$ cat config.mk
export PLATFORM = sky130hd
export DESIGN_NAME = hbank_swapper
export DESIGN_NICKNAME = d
export VERILOG_FILES = /design/src/rtl/hbank_pkg.sv /design/src/rtl/hbank_lane.sv /design/src/rtl/hbank_virt_ctl.sv /design/src/rtl/hbank_swapper.sv
export SDC_FILE = /design/constraint.sdc
export NUM_CORES = 2
export LEC_CHECK = 0
export ABC_AREA = 1
export BUFFER_PORTS_ARGS = -buffer_cell sky130_fd_sc_hd__buf_2
export CELL_PAD_IN_SITES_DETAIL_PLACEMENT = 1
export CELL_PAD_IN_SITES_GLOBAL_PLACEMENT = 2
export CORE_AREA = 2 2 455 457
export CTS_BUF_LIST = sky130_fd_sc_hd__clkbuf_2 sky130_fd_sc_hd__clkbuf_4 sky130_fd_sc_hd__clkbuf_8
export CTS_CLUSTER_DIAMETER = 50
export CTS_CLUSTER_SIZE = 14
export DETAILED_ROUTE_END_ITERATION = 12
export DIE_AREA = 0 0 457 459
export PLACE_DENSITY = 0.84
export SLEW_MARGIN = 30
export SYNTH_ARGS = -nofsm -noshare
export SYNTH_HDL_FRONTEND = slang
export SYNTH_SLANG_ARGS = --single-unit
export TNS_END_PERCENT = 50
$ cat constraint.sdc
create_clock -name clk_i -period 1.7 [get_ports clk_i]
set_input_delay 0.085 -clock clk_i [delete_from_list [all_inputs] [get_ports clk_i]]
set_output_delay 0.085 -clock clk_i [all_outputs]
set_load 0.02 [all_outputs]
$ cat src/rtl/hbank_pkg.sv
package hbank_pkg;

   localparam int NUM_REGS = 7;
   localparam int IDX_W    = 3;
   localparam int FS_LO    = 13;
   localparam int FS_HI    = 14;

   typedef enum logic [1:0] {
      BANK_ACT  = 2'd0,
      BANK_HS   = 2'd1,
      BANK_GST  = 2'd2,
      BANK_NONE = 2'd3
   } bank_e;

   // Status fields that travel with the supervisor context.
   function automatic logic [63:0] swap_mask(input int unsigned xlen);
      logic [63:0] m;
      m        = '0;
      m[1]     = 1'b1;   // supervisor interrupt enable
      m[5]     = 1'b1;   // previous interrupt enable
      m[8]     = 1'b1;   // previous privilege
      m[14:13] = 2'b11;  // floating point state
      m[18]    = 1'b1;   // user memory access permit
      m[19]    = 1'b1;   // executable readable
      if (xlen == 64) m[33:32] = 2'b11; // user xlen field
      return m;
   endfunction

endpackage

$ cat src/rtl/hbank_lane.sv
module hbank_lane #(
   parameter int               XLEN  = 64,
   parameter logic [XLEN-1:0]  MERGE = {XLEN{1'b1}}
) (
   input  logic            clk_i,
   input  logic            rst_ni,
   input  logic            swap_i,
   input  logic            virt_i,
   input  logic            we_act_i,
   input  logic            we_hs_i,
   input  logic            we_gst_i,
   input  logic [XLEN-1:0] wdata_i,
   output logic [XLEN-1:0] act_o,
   output logic [XLEN-1:0] hs_o,
   output logic [XLEN-1:0] gst_o
);

   always_ff @(posedge clk_i) begin
      if (!rst_ni) begin
         act_o <= '0;
         hs_o  <= '0;
         gst_o <= '0;
      end else if (swap_i) begin
         if (virt_i) begin
            gst_o <= act_o & MERGE;
            act_o <= (act_o & ~MERGE) | hs_o;
         end else begin
            hs_o  <= act_o & MERGE;
            act_o <= (act_o & ~MERGE) | gst_o;
         end
      end else begin
         if (we_act_i) act_o <= wdata_i;
         if (we_hs_i)  hs_o  <= wdata_i;
         if (we_gst_i) gst_o <= wdata_i;
      end
   end

   AST_LEAVE_SAVE: assert property (@(posedge clk_i) disable iff (!rst_ni)
      (swap_i && virt_i) |=> (gst_o == ($past(act_o) & MERGE)));
   AST_LEAVE_KEEP: assert property (@(posedge clk_i) disable iff (!rst_ni)
      (swap_i && virt_i) |=> $stable(hs_o));
   AST_ENTER_SAVE: assert property (@(posedge clk_i) disable iff (!rst_ni)
      (swap_i && !virt_i) |=> (hs_o == ($past(act_o) & MERGE)));
   AST_ENTER_KEEP: assert property (@(posedge clk_i) disable iff (!rst_ni)
      (swap_i && !virt_i) |=> $stable(gst_o));

endmodule

$ cat src/rtl/hbank_virt_ctl.sv
module hbank_virt_ctl #(
   parameter bit HAS_H = 1'b1
) (
   input  logic clk_i,
   input  logic rst_ni,
   input  logic virt_we_i,
   input  logic virt_val_i,
   input  logic force_we_i,
   input  logic force_val_i,
   output logic virt_o,
   output logic force_o,
   output logic flush_o
);

   generate
      if (HAS_H) begin : g_hyp
         logic virt_q, force_q, flush_q;

         always_ff @(posedge clk_i) begin
            if (!rst_ni) begin
               virt_q  <= 1'b0;
               force_q <= 1'b0;
               flush_q <= 1'b0;
            end else begin
               flush_q <= virt_we_i && (virt_val_i != virt_q);
               if (virt_we_i)  virt_q  <= virt_val_i;
               if (force_we_i) force_q <= force_val_i;
            end
         end

         assign virt_o  = virt_q;
         assign force_o = force_q;
         assign flush_o = flush_q;

         AST_FLUSH_ON_CHANGE: assert property (@(posedge clk_i) disable iff (!rst_ni)
            (virt_q != $past(virt_q)) |-> flush_q);
         AST_FLUSH_ONLY_CHANGE: assert property (@(posedge clk_i) disable iff (!rst_ni)
            flush_q |-> (virt_q != $past(virt_q)));
         AST_FORCE_HOLD: assert property (@(posedge clk_i) disable iff (!rst_ni)
            !force_we_i |=> $stable(force_q));
      end else begin : g_plain
         assign virt_o  = 1'b0;
         assign force_o = 1'b0;
         assign flush_o = 1'b0;
      end
   endgenerate

endmodule

$ cat src/rtl/hbank_swapper.sv
module hbank_swapper #(
   parameter int XLEN  = 64,
   parameter bit HAS_H = 1'b1
) (
   input  logic                       clk_i,
   input  logic                       rst_ni,
   input  logic                       swap_i,
   input  logic                       wr_en_i,
   input  logic [1:0]                 wr_bank_i,
   input  logic [hbank_pkg::IDX_W-1:0] wr_idx_i,
   input  logic [XLEN-1:0]            wr_data_i,
   input  logic                       virt_we_i,
   input  logic                       virt_val_i,
   input  logic                       force_we_i,
   input  logic                       force_val_i,
   input  logic [1:0]                 rd_bank_i,
   input  logic [hbank_pkg::IDX_W-1:0] rd_idx_i,
   output logic [XLEN-1:0]            rd_data_o,
   output logic                       virt_o,
   output logic                       force_hs_o,
   output logic                       fp_en_o,
   output logic                       tlb_flush_o
);
   import hbank_pkg::*;

   localparam logic [XLEN-1:0] STATUS_MASK = XLEN'(swap_mask(XLEN));
   localparam logic [XLEN-1:0] FULL_MASK   = {XLEN{1'b1}};
   localparam bit              SHADOWS_ON  = HAS_H;

   generate
      if (XLEN != 32 && XLEN != 64) begin : g_bad_xlen
         $error("hbank_swapper: XLEN must be 32 or 64");
      end
      if (NUM_REGS > (1 << IDX_W)) begin : g_bad_idx
         $error("hbank_swapper: index width too small");
      end
   endgenerate

   logic [XLEN-1:0] act_v [NUM_REGS];
   logic [XLEN-1:0] hs_v  [NUM_REGS];
   logic [XLEN-1:0] gst_v [NUM_REGS];
   logic            swap_en;

   assign swap_en = swap_i && SHADOWS_ON;

   hbank_virt_ctl #(.HAS_H(HAS_H)) u_ctl (
      .clk_i       (clk_i),
      .rst_ni      (rst_ni),
      .virt_we_i   (virt_we_i),
      .virt_val_i  (virt_val_i),
      .force_we_i  (force_we_i),
      .force_val_i (force_val_i),
      .virt_o      (virt_o),
      .force_o     (force_hs_o),
      .flush_o     (tlb_flush_o)
   );

   for (genvar i = 0; i < NUM_REGS; i++) begin : g_lane
      localparam logic [XLEN-1:0] LANE_MASK = (i == 0) ? STATUS_MASK : FULL_MASK;
      logic hit;
      assign hit = wr_en_i && (wr_idx_i == IDX_W'(i));

      hbank_lane #(.XLEN(XLEN), .MERGE(LANE_MASK)) u_lane (
         .clk_i    (clk_i),
         .rst_ni   (rst_ni),
         .swap_i   (swap_en),
         .virt_i   (virt_o),
         .we_act_i (hit && (wr_bank_i == BANK_ACT)),
         .we_hs_i  (hit && (wr_bank_i == BANK_HS)  && SHADOWS_ON),
         .we_gst_i (hit && (wr_bank_i == BANK_GST) && SHADOWS_ON),
         .wdata_i  (wr_data_i),
         .act_o    (act_v[i]),
         .hs_o     (hs_v[i]),
         .gst_o    (gst_v[i])
      );
   end

   always_comb begin
      rd_data_o = '0;
      if (int'(rd_idx_i) < NUM_REGS) begin
         case (rd_bank_i)
            BANK_ACT: rd_data_o = act_v[rd_idx_i];
            BANK_HS:  rd_data_o = hs_v[rd_idx_i];
            BANK_GST: rd_data_o = gst_v[rd_idx_i];
            default:  rd_data_o = '0;
         endcase
      end
   end

   assign fp_en_o = (act_v[0][FS_HI:FS_LO] != 2'b00) &&
                    (!virt_o || (hs_v[0][FS_HI:FS_LO] != 2'b00));

   AST_SWAP_WR_EXCL: assert property (@(posedge clk_i) disable iff (!rst_ni)
      !(swap_i && wr_en_i));
   AST_NOSWAP_STABLE: assert property (@(posedge clk_i) disable iff (!rst_ni)
      (!swap_i && !wr_en_i) |=> $stable(act_v[0]));

endmodule

## Word-level counts from Yosys, hierarchy flattened

Index checks and enable logic that the tools add are counted.

| cells by class | value |
|---|---|
| $lt $le $gt $ge | 2 |
| equal/unequal tests | 13 |
| muxes and demuxes | 74 |
| bitwise operators | 3 |
| reductions and logical operators | 72 |

Operator list:

| cell | number |
|---|---|
| $mux W64 | 70 |
| $bmux W64 S3 | 3 |
| $pmux W64 S3 | 1 |
| $or A64 B64 Y64 | 2 |
| $reduce_bool A2 Y1 | 23 |
| $logic_and A1 B1 Y1 | 30 |
| $reduce_and A2 Y1 | 14 |
| $eq A3 B3 Y1 const B | 3 |
| $eq A3 B2 Y1 const B | 2 |
| $eq A2 B1 Y1 const B | 2 |
| $eq A2 B2 Y1 const B | 2 |
| $ge A4 B4 Y1 const B | 1 |
| $logic_not A2 Y1 | 2 |
| $not A3 Y4 | 1 |
| $eq A3 B1 Y1 const B | 1 |
| $logic_not A3 Y1 | 1 |
| $lt A3 B3 Y1 const B | 1 |
| $ne A2 B1 Y1 const B | 1 |
| $ne A2 B2 Y1 const B | 1 |
| $logic_not A1 Y1 | 1 |
| $logic_or A1 B1 Y1 | 1 |
| $ne A1 B1 Y1 | 1 |

| word-level totals | value |
|---|---|
| register bits | 1347 |
| input bits | 82 |
| output and inout bits | 68 |

## Logic depth before layout (Yosys ltp)

| logic depth | value |
|---|---|
| depth in word-level cells | 6 |
| mapped depth | 10 |
| gate-level depth less buffers | 9 |

## Cells and area by module

Synthesis repeated with hierarchy kept, for this count alone.

| unflattened totals | value |
|---|---|
| cells, all modules | 14447 |
| area, all modules | 86923.4 um2 |

Modules (own cells, without submodules):

| module | instances | cells an instance | area an instance (um2) |
|---|---|---|---|
| hbank_lane at g_lane[1].u_lane ... | 6 | 1536 | 10292.4 |
| hbank_swapper | 1 | 3951 | 16618.4 |
| hbank_lane at g_lane[0].u_lane | 1 | 1263 | 8433.1 |
| hbank_virt_ctl | 1 | 17 | 117.6 |

## Worst setup path after synthesis

No wires, ideal clock.

| timing | value |
|---|---|
| path type | register -> register |
| from | register u_ctl.g_hyp.virt_q (netlist: u_ctl.virt_o) |
| to | register g_lane[4].u_lane.hs_o[11] |
| arrival | 1438 ps |
| slack | 146 ps |
| cell stages (with the launch flop) | 10 |
| cells stage by stage | dfxtp_1 buf_4 inv_4 nand2_4 buf_6 nand2_1 buf_4 buf_6 o21ai_0 nor2_1 |

| on the way | value |
|---|---|
| longest elaborated chain between the ends | 2 |

RTL lines:

| item | line | text |
|---|---|---|
| start: declaration | hbank_virt_ctl.sv:17 | `logic virt_q, force_q, flush_q;` |
| start signal: assignment | hbank_virt_ctl.sv:26 | `if (virt_we_i) virt_q <= virt_val_i;` |
| $ne A2 B2 Y1 (no line) | - |  |
| $reduce_and A2 Y1 (no line) | - |  |
| end signal: assignment | hbank_lane.sv:28 | `hs_o <= act_o & MERGE;` |
| end signal: assignment | hbank_lane.sv:33 | `if (we_hs_i) hs_o <= wdata_i;` |
| end: declaration | hbank_lane.sv:14 | `output logic [XLEN-1:0] hs_o,` |

No other way between the ends.
A chain may end at the register's enable or synchronous reset.

## Worst setup path in the final report

| timing | value |
|---|---|
| from | register g_lane[3].u_lane.hs_o[10] |
| to | output port rd_data_o[10] |

| on the way | value |
|---|---|
| longest elaborated chain between the ends | 5 |

RTL lines:

| item | line | text |
|---|---|---|
| start: declaration | hbank_lane.sv:14 |  |
| start signal: assignment | hbank_lane.sv:28 |  |
| start signal: assignment | hbank_lane.sv:33 |  |
| $bmux W64 S3 | hbank_swapper.sv:83 | `BANK_HS: rd_data_o = hs_v[rd_idx_i];` |
| $mux W64 (implied by the code) (2 in a row) | hbank_swapper.sv:83 |  |
| $pmux W64 S3 | hbank_swapper.sv:81 | `case (rd_bank_i)` |
| $mux W64 | hbank_swapper.sv:80 | `if (int'(rd_idx_i) < NUM_REGS) begin` |
| end: declaration | hbank_swapper.sv:18 | `output logic [XLEN-1:0] rd_data_o,` |

No other way between the ends. The select of a mux whose other input is x is not followed.

==> flow_summary.yaml <==
clock_tree:
  cts_buffers: 185
  clk-insertion-delay-late_ps: 1060
  clockRootBuffer: "clkbuf_8"
  cts_tree: "done"
  cts.htree.levels: 4
  cts_sinks: 1347
  clkSlewWorstSetupHoldPaths_ps: 90
  cts_max_path_buffers: 3
global_route:
  grt_pass1_vias: 86500
  antenna_found_initial: 22
  grt-ovfl-total: 0
  grt_pass1_wl_mm: 554.3
  grt_usage_pct: 34.58
  grt_max_degree: 125
min_path:
  hold_path.class: "primary input to flip-flop"
status:
  violations: "setup timing"
  status: "complete, but fails checks"
sta:
  slew_violations: 0
  relSlewSlack_pct: 57.15
  layout_worst_path_cycle_share_pct: 130.7
  fmax_mhz: 450.0
  fin_crit_ps: 2222
  worst_slack_ps: -522.4
  tightest_slew_ps: 642.7
  finalHoldViolations: 0
  rsz0062_at_grt: "true"
  whs_ps: 99.13
  tns_ps: -50520
  setup_viol: 646
  fin_skew_ps: 67.66
detailed_routing:
  wirelength_mm: 389.5
  vias: 86017
  drc_errors: 0
  wl_met2_mm: 176.0
  antenna_left: 0
  route.met3.wl_mm: 29.14
  vias_per_cell: 5.636
  wl_per_cell_um: 25.52
  met1_length_mm: 159.7
  drt_iter0_drc: 7768
  drt_pre_antenna_iters: 8
  top_layer: "met5"
worst_setup_path:
  start_kind: "flip-flop"
  crit_required_ps: 1620
  worstPathArrival_ps: 2140
  worst_setup_path_end_kind: "output port"
  critPathKind: "flip-flop to output port"
  worstPathMaxFanout: 2
place:
  portBuffers: 149
  place_ws_ps: -76.96
  gp_congestion: 0.9187
  hpwl_mm: 239.6
final_layout:
  fin_util_pct: 45.62
  fillerInstances: 26623
  nets: 12469
  final_common_cell: "nand2_1"
  syn2layout_area_growth_pct: 27.94
  layout_common_cells: "nand2_1 (2761), nor2_1 (2501), o21ai_0 (1104)"
  layout-drive-gt1-share_pct: 22.32
synthesis:
  synth_top_area_cell: "dfxtp_1"
  synthTopCellsByArea: "dfxtp_1 (37%), nand2_1 (15%), nor2_1 (13%)"
  seq_area_frac_synth_pct: 36.78
  yosys_register_bits: 1347
  ys_warn_count: 0
  yosysUniqueCellTypes: 28
  postSynthNetCount: 12190
  avgSynthCellArea_um2: 6.055
  syn-cell-area_um2: 73310
  synthCells: 12108
  synth_top_area_share_pct: 36.78
floorplan:
  core-area_um2: 205600
  start_util_pct: 35.66
  die_height_um: 459
  die-area_um2: 209800
  io_pins: 150
  rows: 167
  dieWidth_um: 457
job:
  drv_cap: 0
power_and_ir_drop:
  power_uw: 85880
  power_leakage_uw: 0.04290
  ir_drop_mv: 0.9889
  power_density_nw_per_um2: 915.6
power breakdown:
part	switching [uW]	internal (uW)	total, uW	leakage, uW
registers	1290	33600	34900	0.0113
clock network	15700	17100	32800	0.00235
logic	12100	6130	18200	0.0293
state kept, by name (all words and copies together), names as in the netlist:
name / cells
g_lane.u_lane.act_o: 448
g_lane.u_lane.gst_o: 448
g_lane.u_lane.hs_o: 448
u_ctl.flush_o: 1
u_ctl.force_o: 1
u_ctl.virt_o: 1
kinds of logic after synthesis:
logic type | synth area share [%]
AO/OA/AOI/OAI | 13.70
buffers and inverters | 12.26
AND/OR/NAND/NOR | 37.26
flip-flops | 36.78
worst max-delay path, cell delays in order (launching register included):
cell     delay (ps)
dfxtp_1         330
inv_1            90
nand2_1          90
nand3_1         130
nand3_2          90
nand3_2          90
nand3_4         120
buf_6           160
through the flow:
stage          cells  cell area [um^2]
6_report       15262             93790
5_1_grt        15252             93770
4_1_cts        15153             89160
3_5_place_dp   14623             81250
3_3_place_gp   14623             81250
2_1_floorplan  12108             73310
cells in the mapped netlist:
library cell  instances
nor3_1               11
nand2_2               6
inv_2                21
nand3_4               1
nand3_1            1293
o21ai_0            1118
o21ai_1             325
a32oi_1               1
nor2_2                7
nand2_4               2
inv_4                 2
inv_8                 1
nand4_1               6
nand3b_1              5
nand2_1            2875
buf_1                30
clkbuf_1            317
nor2_1             2551
inv_1              1100
o211ai_1            161
buf_4                80
buf_6                60
nand3_2               2
nor2_4                3
dfxtp_1            1347
or2_2                28
buf_2               435
a21oi_1             320
area by class of cell:
class / instances / area, um^2 / area share, %
Antenna cell: 11 / 27.53 / 0.02935
Clock buffer: 218 / 2932 / 3.126
Clock inverter: 129 / 1759 / 1.876
Inverter: 1124 / 4427 / 4.720
Multi-Input combinational cell: 8715 / 41100 / 43.82
Sequential cell: 1347 / 27680 / 29.51
Tap cell: 2704 / 3383 / 3.607
Timing Repair Buffer: 1014 / 12490 / 13.31
timing repair:
action                                  in CTS  in global routing
resized for setup                          501               1292
endpoints found under the hold margin     1347                237
cloned                                       1                 22
pin swaps                                  167                333
hold buffers                               145                  5
buffers inserted                            39                 81
endpoints found under the setup margin      68               1197
worst paths after layout:
| kind | start | end | slack, ps | cells after the start |
|---|---|---|---|---|
| worst max register to register | u_ctl.virt_o$_SDFFE_PN0P_ | g_lane[0].u_lane.act_o[55]$_SDFFE_PN0P_ | -240 | 12 |
| worst min-delay path | wr_idx_i[1] | g_lane[1].u_lane.act_o[10]$_SDFFE_PN0P_ | 100 | 9 |
| worst max-delay path | g_lane[3].u_lane.hs_o[10]$_SDFFE_PN0P_ | rd_data_o[10] | -520 | 7 |
| worst min register to register | g_lane[0].u_lane.gst_o[57]$_SDFFE_PN0P_ | g_lane[0].u_lane.gst_o[57]$_SDFFE_PN0P_ | 470 | 2 |
per-layer routing:
layer / vias up / track usage, %
met5: - / 0
met4: 4 / 16.77
met3: 1112 / 4.614
met2: 3443 / 57.81
met1: 42796 / 43.84
li1: 38662 / -
(Power assumes the default switching activity.)
